### src/rtl/keyscan_pkg.sv
package keyscan_pkg;
    typedef enum logic {
        ROLL_FIRST = 1'b0,
        ROLL_QUEUE = 1'b1
    } roll_mode_e;
endpackage

### src/rtl/keyscan_row_scan.sv
module keyscan_row_scan #(
    parameter int ROWS   = 4,
    parameter int SETTLE = 2,
    localparam int RW    = (ROWS > 1) ? $clog2(ROWS) : 1,
    localparam int SW    = (SETTLE > 1) ? $clog2(SETTLE) : 1
) (
    input  logic            clk,
    input  logic            rst_n,
    input  logic            hold,
    output logic [RW-1:0]   row_idx,
    output logic [ROWS-1:0] row_sel,
    output logic            sample_stb
);
    typedef struct packed {
        logic [RW-1:0] row;
        logic [SW-1:0] cnt;
    } scan_t;

    scan_t st_d, st_q;
    logic  at_end;

    always_comb begin
        st_d       = st_q;
        at_end     = (st_q.cnt == SW'(SETTLE - 1));
        sample_stb = at_end && !hold;
        if (!at_end) begin
            st_d.cnt = st_q.cnt + 1'b1;
        end else if (!hold) begin
            st_d.cnt = '0;
            st_d.row = (st_q.row == RW'(ROWS - 1)) ? '0 : st_q.row + 1'b1;
        end
    end

    always_ff @(posedge clk or negedge rst_n) begin
        if (!rst_n) st_q <= '0;
        else        st_q <= st_d;
    end

    assign row_idx = st_q.row;

    for (genvar i = 0; i < ROWS; i++) begin : g_rowdec
        assign row_sel[i] = (st_q.row == RW'(i));
    end

    AST_ROW_HOLD: assert property (@(posedge clk) disable iff (!rst_n)
        !sample_stb |=> $stable(row_sel));
endmodule

### src/rtl/keyscan_debounce.sv
module keyscan_debounce #(
    parameter int ROWS = 4,
    parameter int COLS = 4,
    parameter int DEB  = 2,
    localparam int RW  = (ROWS > 1) ? $clog2(ROWS) : 1,
    localparam int DW  = (DEB > 1) ? $clog2(DEB) : 1,
    localparam int NK  = ROWS * COLS
) (
    input  logic            clk,
    input  logic            rst_n,
    input  logic            sample_stb,
    input  logic [RW-1:0]   row_idx,
    input  logic [COLS-1:0] col_in,
    output logic [COLS-1:0] press_ev,
    output logic            any_held
);
    typedef struct packed {
        logic [NK-1:0]         stable;
        logic [NK-1:0][DW-1:0] cnt;
    } deb_t;

    deb_t st_d, st_q;
    int   k;

    always_comb begin
        st_d     = st_q;
        press_ev = '0;
        k        = 0;
        if (sample_stb) begin
            for (int c = 0; c < COLS; c++) begin
                k = int'(row_idx) * COLS + c;
                if (col_in[c] != st_q.stable[k]) begin
                    if (st_q.cnt[k] == DW'(DEB - 1)) begin
                        st_d.stable[k] = col_in[c];
                        st_d.cnt[k]    = '0;
                        press_ev[c]    = col_in[c];
                    end else begin
                        st_d.cnt[k] = st_q.cnt[k] + 1'b1;
                    end
                end else begin
                    st_d.cnt[k] = '0;
                end
            end
        end
    end

    always_ff @(posedge clk or negedge rst_n) begin
        if (!rst_n) st_q <= '0;
        else        st_q <= st_d;
    end

    assign any_held = |st_q.stable;

    AST_STATE_ON_STROBE: assert property (@(posedge clk) disable iff (!rst_n)
        !sample_stb |=> $stable(any_held));
endmodule

### src/rtl/keyscan_fifo.sv
module keyscan_fifo #(
    parameter int W     = 4,
    parameter int DEPTH = 4,
    localparam int AW   = (DEPTH > 1) ? $clog2(DEPTH) : 1,
    localparam int NW   = $clog2(DEPTH + 1)
) (
    input  logic         clk,
    input  logic         rst_n,
    input  logic         wr_en,
    input  logic [W-1:0] wr_data,
    output logic         full,
    output logic         rd_valid,
    input  logic         rd_ready,
    output logic [W-1:0] rd_data
);
    typedef struct packed {
        logic [DEPTH-1:0][W-1:0] mem;
        logic [AW-1:0]           wptr;
        logic [AW-1:0]           rptr;
        logic [NW-1:0]           num;
    } fifo_t;

    fifo_t st_d, st_q;
    logic  pop;

    always_comb begin
        st_d = st_q;
        pop  = rd_valid && rd_ready;
        if (wr_en) begin
            st_d.mem[st_q.wptr] = wr_data;
            st_d.wptr = (st_q.wptr == AW'(DEPTH - 1)) ? '0 : st_q.wptr + 1'b1;
        end
        if (pop) begin
            st_d.rptr = (st_q.rptr == AW'(DEPTH - 1)) ? '0 : st_q.rptr + 1'b1;
        end
        st_d.num = st_q.num + NW'(wr_en) - NW'(pop);
    end

    always_ff @(posedge clk or negedge rst_n) begin
        if (!rst_n) st_q <= '0;
        else        st_q <= st_d;
    end

    assign full     = (st_q.num == NW'(DEPTH));
    assign rd_valid = (st_q.num != '0);
    assign rd_data  = st_q.mem[st_q.rptr];

    AST_NO_WRITE_FULL: assert property (@(posedge clk) disable iff (!rst_n)
        wr_en |-> !full);
    AST_HOLD_CODE: assert property (@(posedge clk) disable iff (!rst_n)
        rd_valid && !rd_ready |=> rd_valid && $stable(rd_data));
endmodule

### src/rtl/keyscan_encoder.sv
module keyscan_encoder
    import keyscan_pkg::*;
#(
    parameter int ROWS   = 4,
    parameter int COLS   = 4,
    parameter int SETTLE = 2,
    parameter int DEB    = 2,
    parameter int DEPTH  = 4,
    localparam int RW    = (ROWS > 1) ? $clog2(ROWS) : 1,
    localparam int CW    = (COLS > 1) ? $clog2(COLS) : 1,
    localparam int CODEW = RW + CW
) (
    input  logic             clk,
    input  logic             rst_n,
    input  logic             mode_in,
    input  logic [COLS-1:0]  col_in,
    output logic [ROWS-1:0]  row_sel,
    output logic             key_valid,
    input  logic             key_ready,
    output logic [CODEW-1:0] key_code,
    output logic             overflow
);
    typedef struct packed {
        logic [COLS-1:0] pend;
        logic [RW-1:0]   pend_row;
        roll_mode_e      mode;
        logic            lock;
        logic            ovf;
    } ctl_t;

    ctl_t             st_d, st_q;
    logic [RW-1:0]    row_idx;
    logic             sample_stb;
    logic [COLS-1:0]  press_ev;
    logic             any_held;
    logic             fifo_full;
    logic             push;
    logic [CODEW-1:0] push_code;
    logic [CW-1:0]    low_col;

    keyscan_row_scan #(.ROWS(ROWS), .SETTLE(SETTLE)) scan_i (
        .clk(clk), .rst_n(rst_n), .hold(|st_q.pend),
        .row_idx(row_idx), .row_sel(row_sel), .sample_stb(sample_stb)
    );

    keyscan_debounce #(.ROWS(ROWS), .COLS(COLS), .DEB(DEB)) deb_i (
        .clk(clk), .rst_n(rst_n), .sample_stb(sample_stb), .row_idx(row_idx),
        .col_in(col_in), .press_ev(press_ev), .any_held(any_held)
    );

    keyscan_fifo #(.W(CODEW), .DEPTH(DEPTH)) fifo_i (
        .clk(clk), .rst_n(rst_n), .wr_en(push), .wr_data(push_code),
        .full(fifo_full), .rd_valid(key_valid), .rd_ready(key_ready),
        .rd_data(key_code)
    );

    always_comb begin
        low_col = '0;
        for (int j = COLS - 1; j >= 0; j--) begin
            if (st_q.pend[j]) low_col = CW'(j);
        end
    end

    always_comb begin
        st_d      = st_q;
        push      = 1'b0;
        push_code = {st_q.pend_row, low_col};
        if (!any_held) begin
            st_d.mode = roll_mode_e'(mode_in);
            if (st_q.pend == '0) st_d.lock = 1'b0;
        end
        if (sample_stb && (press_ev != '0)) begin
            if (st_q.mode == ROLL_QUEUE) begin
                st_d.pend     = press_ev;
                st_d.pend_row = row_idx;
            end else if (!st_q.lock) begin
                st_d.pend     = press_ev & (~press_ev + COLS'(1));
                st_d.pend_row = row_idx;
                st_d.lock     = 1'b1;
            end
        end else if (st_q.pend != '0) begin
            st_d.pend[low_col] = 1'b0;
            if (fifo_full) st_d.ovf = 1'b1;
            else           push     = 1'b1;
        end
    end

    always_ff @(posedge clk or negedge rst_n) begin
        if (!rst_n) st_q <= '{pend: '0, pend_row: '0, mode: ROLL_FIRST, lock: 1'b0, ovf: 1'b0};
        else        st_q <= st_d;
    end

    assign overflow = st_q.ovf;

    AST_OVF_STICKY: assert property (@(posedge clk) disable iff (!rst_n)
        overflow |=> overflow);
    AST_LOCKOUT_SINGLE: assert property (@(posedge clk) disable iff (!rst_n)
        (st_q.mode == ROLL_FIRST) |-> ($countones(st_q.pend) <= 1));
    AST_MODE_FROZEN: assert property (@(posedge clk) disable iff (!rst_n)
        any_held |=> $stable(st_q.mode));
endmodule

### config.mk
export PLATFORM = sky130hd
export DESIGN_NAME = keyscan_encoder
export DESIGN_NICKNAME = d
export VERILOG_FILES = /design/src/rtl/keyscan_pkg.sv /design/src/rtl/keyscan_row_scan.sv /design/src/rtl/keyscan_debounce.sv /design/src/rtl/keyscan_fifo.sv /design/src/rtl/keyscan_encoder.sv
export SDC_FILE = /design/constraint.sdc
export NUM_CORES = 1
export LEC_CHECK = 0
export ABC_AREA = 1
export BUFFER_PORTS_ARGS = -buffer_cell sky130_fd_sc_hd__buf_2
export CAP_MARGIN = 20
export CELL_PAD_IN_SITES_DETAIL_PLACEMENT = 1
export CELL_PAD_IN_SITES_GLOBAL_PLACEMENT = 1
export CORE_ASPECT_RATIO = 0.6
export CORE_MARGIN = 2
export CORE_UTILIZATION = 46
export DETAILED_ROUTE_END_ITERATION = 8
export GPL_TIMING_DRIVEN = 0
export PLACE_DENSITY_LB_ADDON = 0.12
export SYNTH_ARGS = -nofsm -noshare
export SYNTH_HDL_FRONTEND = slang
export SYNTH_SLANG_ARGS = --single-unit
### constraint.sdc
create_clock -name clk -period 2.7 [get_ports clk]
set_clock_uncertainty 0.1 [all_clocks]
set_input_delay 0.135 -clock clk [delete_from_list [all_inputs] [get_ports clk]]
set_output_delay 0.135 -clock clk [all_outputs]
set_load 0.05 [all_outputs]
==> flow_metrics.env <==
export IMPL_syn_inst=410
export IMPL_r2r_cells=8
export IMPL_synth_area_um2=3400
export IMPL_seqPwrFrac_pct=31.9
export IMPL_synth_area_leaders="dfrtp_1 49%, nand2_1 13%, o21ai_0 8.8%"
export IMPL_fin_crit_sh_pct=83.8
export IMPL_yosysTopAreaCell="dfrtp_1"
export IMPL_comb_power_share_pct=49.2
export IMPL_root_buffer="clkbuf_16"
export IMPL_ys_seq_elements=67
export IMPL_hold_path_depth=3
export IMPL_yosysTopAreaCellShare_pct=49.2
export IMPL_antenna_found_initial=0
export IMPL_drtIter0Drc=151
export IMPL_worst_path_most_repeated_cell="inv_1"
export IMPL_rsz0062_at_grt="no"
export IMPL_drc=0
export IMPL_worstHoldEndpoint="deb_i.st_q[18]"
export IMPL_yosysWarnings=0
export IMPL_clkSinkCount=67
export IMPL_drive_above_1_share_pct=14.9
export IMPL_setup_violations=0
export IMPL_max_cap_violations=0
export IMPL_hold_class="in -> reg"
export IMPL_worst_r2r_setup_slack_ps=440
export IMPL_cts_resized=0
export IMPL_crit_path_max_incr_delay_ps=460
export IMPL_rows=24
export IMPL_clkPwrFrac_pct=18.9
export IMPL_place_ws_ps=401
export IMPL_ctsHtreeMaxLevel=3
export IMPL_status="completed"
export IMPL_start_util_pct=47.2
export IMPL_p_int_mw=2.93
export IMPL_antenna_cells=0
export IMPL_syn_nets=430
export IMPL_nFillCells=881
export IMPL_area_growth_pct=14.2
export IMPL_holdWs_ps=84.3
export IMPL_relSlewSlack_pct=42.5
export IMPL_p_leak_nw=1.91
export IMPL_met1_usage_pct=38.1
export IMPL_use_met3_pct=6.00
export IMPL_gp_congestion=0.814
export IMPL_hold_start="col_in[2]"
export IMPL_use_met2_pct=35.7
export IMPL_cp_top_family="adder cells"
export IMPL_synth_avg_cell_area_um2=8.30
export IMPL_crit_type="reg -> reg"
export IMPL_routedWlPerCell_um=17.2
export IMPL_dp_hpwl_um=6870
export IMPL_dr_pass1_iters=5
export IMPL_r2r_start="fifo_i.st_q[1]"
export IMPL_multi_input_area_um2=1500
export IMPL_finalWirelength_um=9210
export IMPL_cts_tree="yes"
export IMPL_finalHoldViolCount=0
export IMPL_ys_types=30
export IMPL_design_area_um2=3890
export IMPL_numCtsBuffers=9
export IMPL_required_ps=2810
export IMPL_grt_use_total_pct=24.8
export IMPL_path_cells="inv_1 -> a21boi_0 -> ha_1 -> inv_1 -> ha_1 -> inv_1 -> fa_1 -> xnor2_1"
export IMPL_avgViaCountPerCell=5.39
export IMPL_fin_ws_ps=437
export IMPL_die_w_um=115
export IMPL_setup_tns_ps=0
export IMPL_ff_latch_area_um2=1680
export IMPL_rr_endpoint="fifo_i.st_q[2]"
export IMPL_numPortBuffers=17
export IMPL_power_switching_mw=2.65
export IMPL_ctsLongestPathBuffers=2
export IMPL_synth_seq_area_share_pct=49.2
export IMPL_cp_end_kind="flop"
export IMPL_ioPinCount=18
export IMPL_finalNetCount=460
export IMPL_clk_pin_slew_ps=50
export IMPL_crit_fanout=5
export IMPL_netSwitchingFraction_pct=47.5
export IMPL_powerDensity_nw_per_um2=1440
export IMPL_core_area_um2=7210
export IMPL_grt_max_degree=68
export IMPL_vias=2886
export IMPL_place_area_um2=3610
export IMPL_drv_slew=0
export IMPL_fp_dieArea_um2=8130
export IMPL_path_depth=8
export IMPL_start_kind="flop"
export IMPL_grt_pass1_vias=2965
export IMPL_top_usage_layer="met1"
export IMPL_die_h_um=70.6
export IMPL_ir_worst_vdd_mv=0.497
export IMPL_grt_pass1_wl_um=15400
export IMPL_max_freq_ghz=0.442
export IMPL_grt_overflow=0
export IMPL_layout_min_cycle_time_ps=2260
export IMPL_clk_latency_ps=330
export IMPL_worstMarginPinSlew_ps=863
export IMPL_crit_buf_inv=3
export IMPL_slowest_stage="a21boi_0"
export IMPL_drtAntennaViolNets=0
export IMPL_arrival_ps=2380
[power groups by stage]
stage          Combinational [mW]  Sequential, mW  Clock [mW]
6_report                     2.75            1.78        1.05
3_5_place_dp                 2.72            1.79           0
5_1_grt                      3.08            1.84        1.11
2_1_floorplan                2.05            1.70           0
3_3_place_gp                 2.61            1.76           0
4_1_cts                      2.75            1.78        1.08
[state kept, by name, summed over array words and instances, names as in the netlist]
register and count:
deb_i.st_q 32, st_q 6, push_code 2, scan_i.row_idx 2
fifo_i.st_q 23, scan_i.at_end 1, overflow 1
[worst register-to-register path, cell delays in order, from the launching register on]
cell,delay (ps)
dfrtp_1,400
inv_1,90
a21boi_0,460
ha_1,320
inv_1,50
ha_1,130
inv_1,50
fa_1,410
xnor2_1,140
[area by class of cell]
cell class	count	share of cell area, %
sequential	67	43.1
timing repair buffer	19	2.77
clock inverter	2	0.322
clock buffer	13	6.44
inverter	44	4.31
multi-input combinational	292	38.5
tap	91	2.93
buffer	7	1.64
[metrics by stage]
stage	total power [mW]	utilization, %	std cells
4_1_cts	5.61	54.0	535
5_1_grt	6.03	54.0	535
3_3_place_gp	4.37	50.0	518
6_report	5.58	54.0	535
3_5_place_dp	4.51	50.0	518
2_1_floorplan	3.75	-	410
[cells in the mapped netlist]
library cell and count:
dfrtp_1 67, nor2_1 24, nor2_2 7, clkbuf_1 1, inv_1 37, o21ai_0 60
nand2_1 117, inv_2 5, nand3_1 19, fa_1 1, a21oi_2 1, buf_6 4
ha_1 11, xnor2_1 3, buf_4 2, inv_4 1, o21bai_1 1, mux2_2 3
a21oi_1 6, nor4_1 4, o21ai_4 1, a21boi_0 1, o21a_1 1, clkinv_1 1
nand2_2 8, nand3_2 1, nand2_4 4, o21ai_1 13, o22ai_1 4, nand4_1 2
[worst max path at each step]
stage	slack (ps)	to	start
floorplan	570	deb_i.st_q[23]	scan_i.row_idx[1]
global placement	470	fifo_i.st_q[2]	fifo_i.st_q[1]
detailed placement	400	fifo_i.st_q[2]	fifo_i.st_q[1]
CTS	400	fifo_i.st_q[2]	fifo_i.st_q[1]
global route	260	fifo_i.st_q[2]	fifo_i.st_q[1]
finish	440	fifo_i.st_q[2]	fifo_i.st_q[1]
[routing by layer]
metal / up-vias / part of all wire [%]
li1: 1386 / -
met1: 1450 / 53
met2: 44 / 41
met3: 6 / 4.5
met4: 0 / 0.81
met5: - / 0
[cells by family (layout without fill, tap and decap cells)]
logic type	after synthesis	in the layout	synth area share [%]
fa+ha+maj	12	12	4.63
xor+xnor	3	3	0.772
mux	3	3	0.992
compound gates	88	88	13.7
simple gates	186	186	23.8
flops	67	67	49.2
buf+inv	51	85	6.80
[placed cells by master, fill, tap and decap left out, types with 2 or more instances in the layout]
cell type	netlist	final
nand2_1	117	117
dfrtp_1	67	67
o21ai_0	60	60
inv_1	37	37
nor2_1	24	24
nand3_1	19	19
buf_2	0	16
o21ai_1	13	13
ha_1	11	11
clkbuf_16	0	9
nand2_2	8	8
nor2_2	7	7
a21oi_1	6	6
inv_2	5	5
nand2_4	4	4
clkbuf_1	1	4
o22ai_1	4	4
buf_6	4	4
nor4_1	4	4
xnor2_1	3	3
mux2_2	3	3
buf_4	2	3
nand4_1	2	2
dlygate4sd3_1	0	2
[repair_timing]
action                                 CTS  global route
endpoints found under the hold margin   68             0
hold buffers                             2             0
buffers inserted                         0             0
Note: power is estimated with default switching activity, not from simulation.
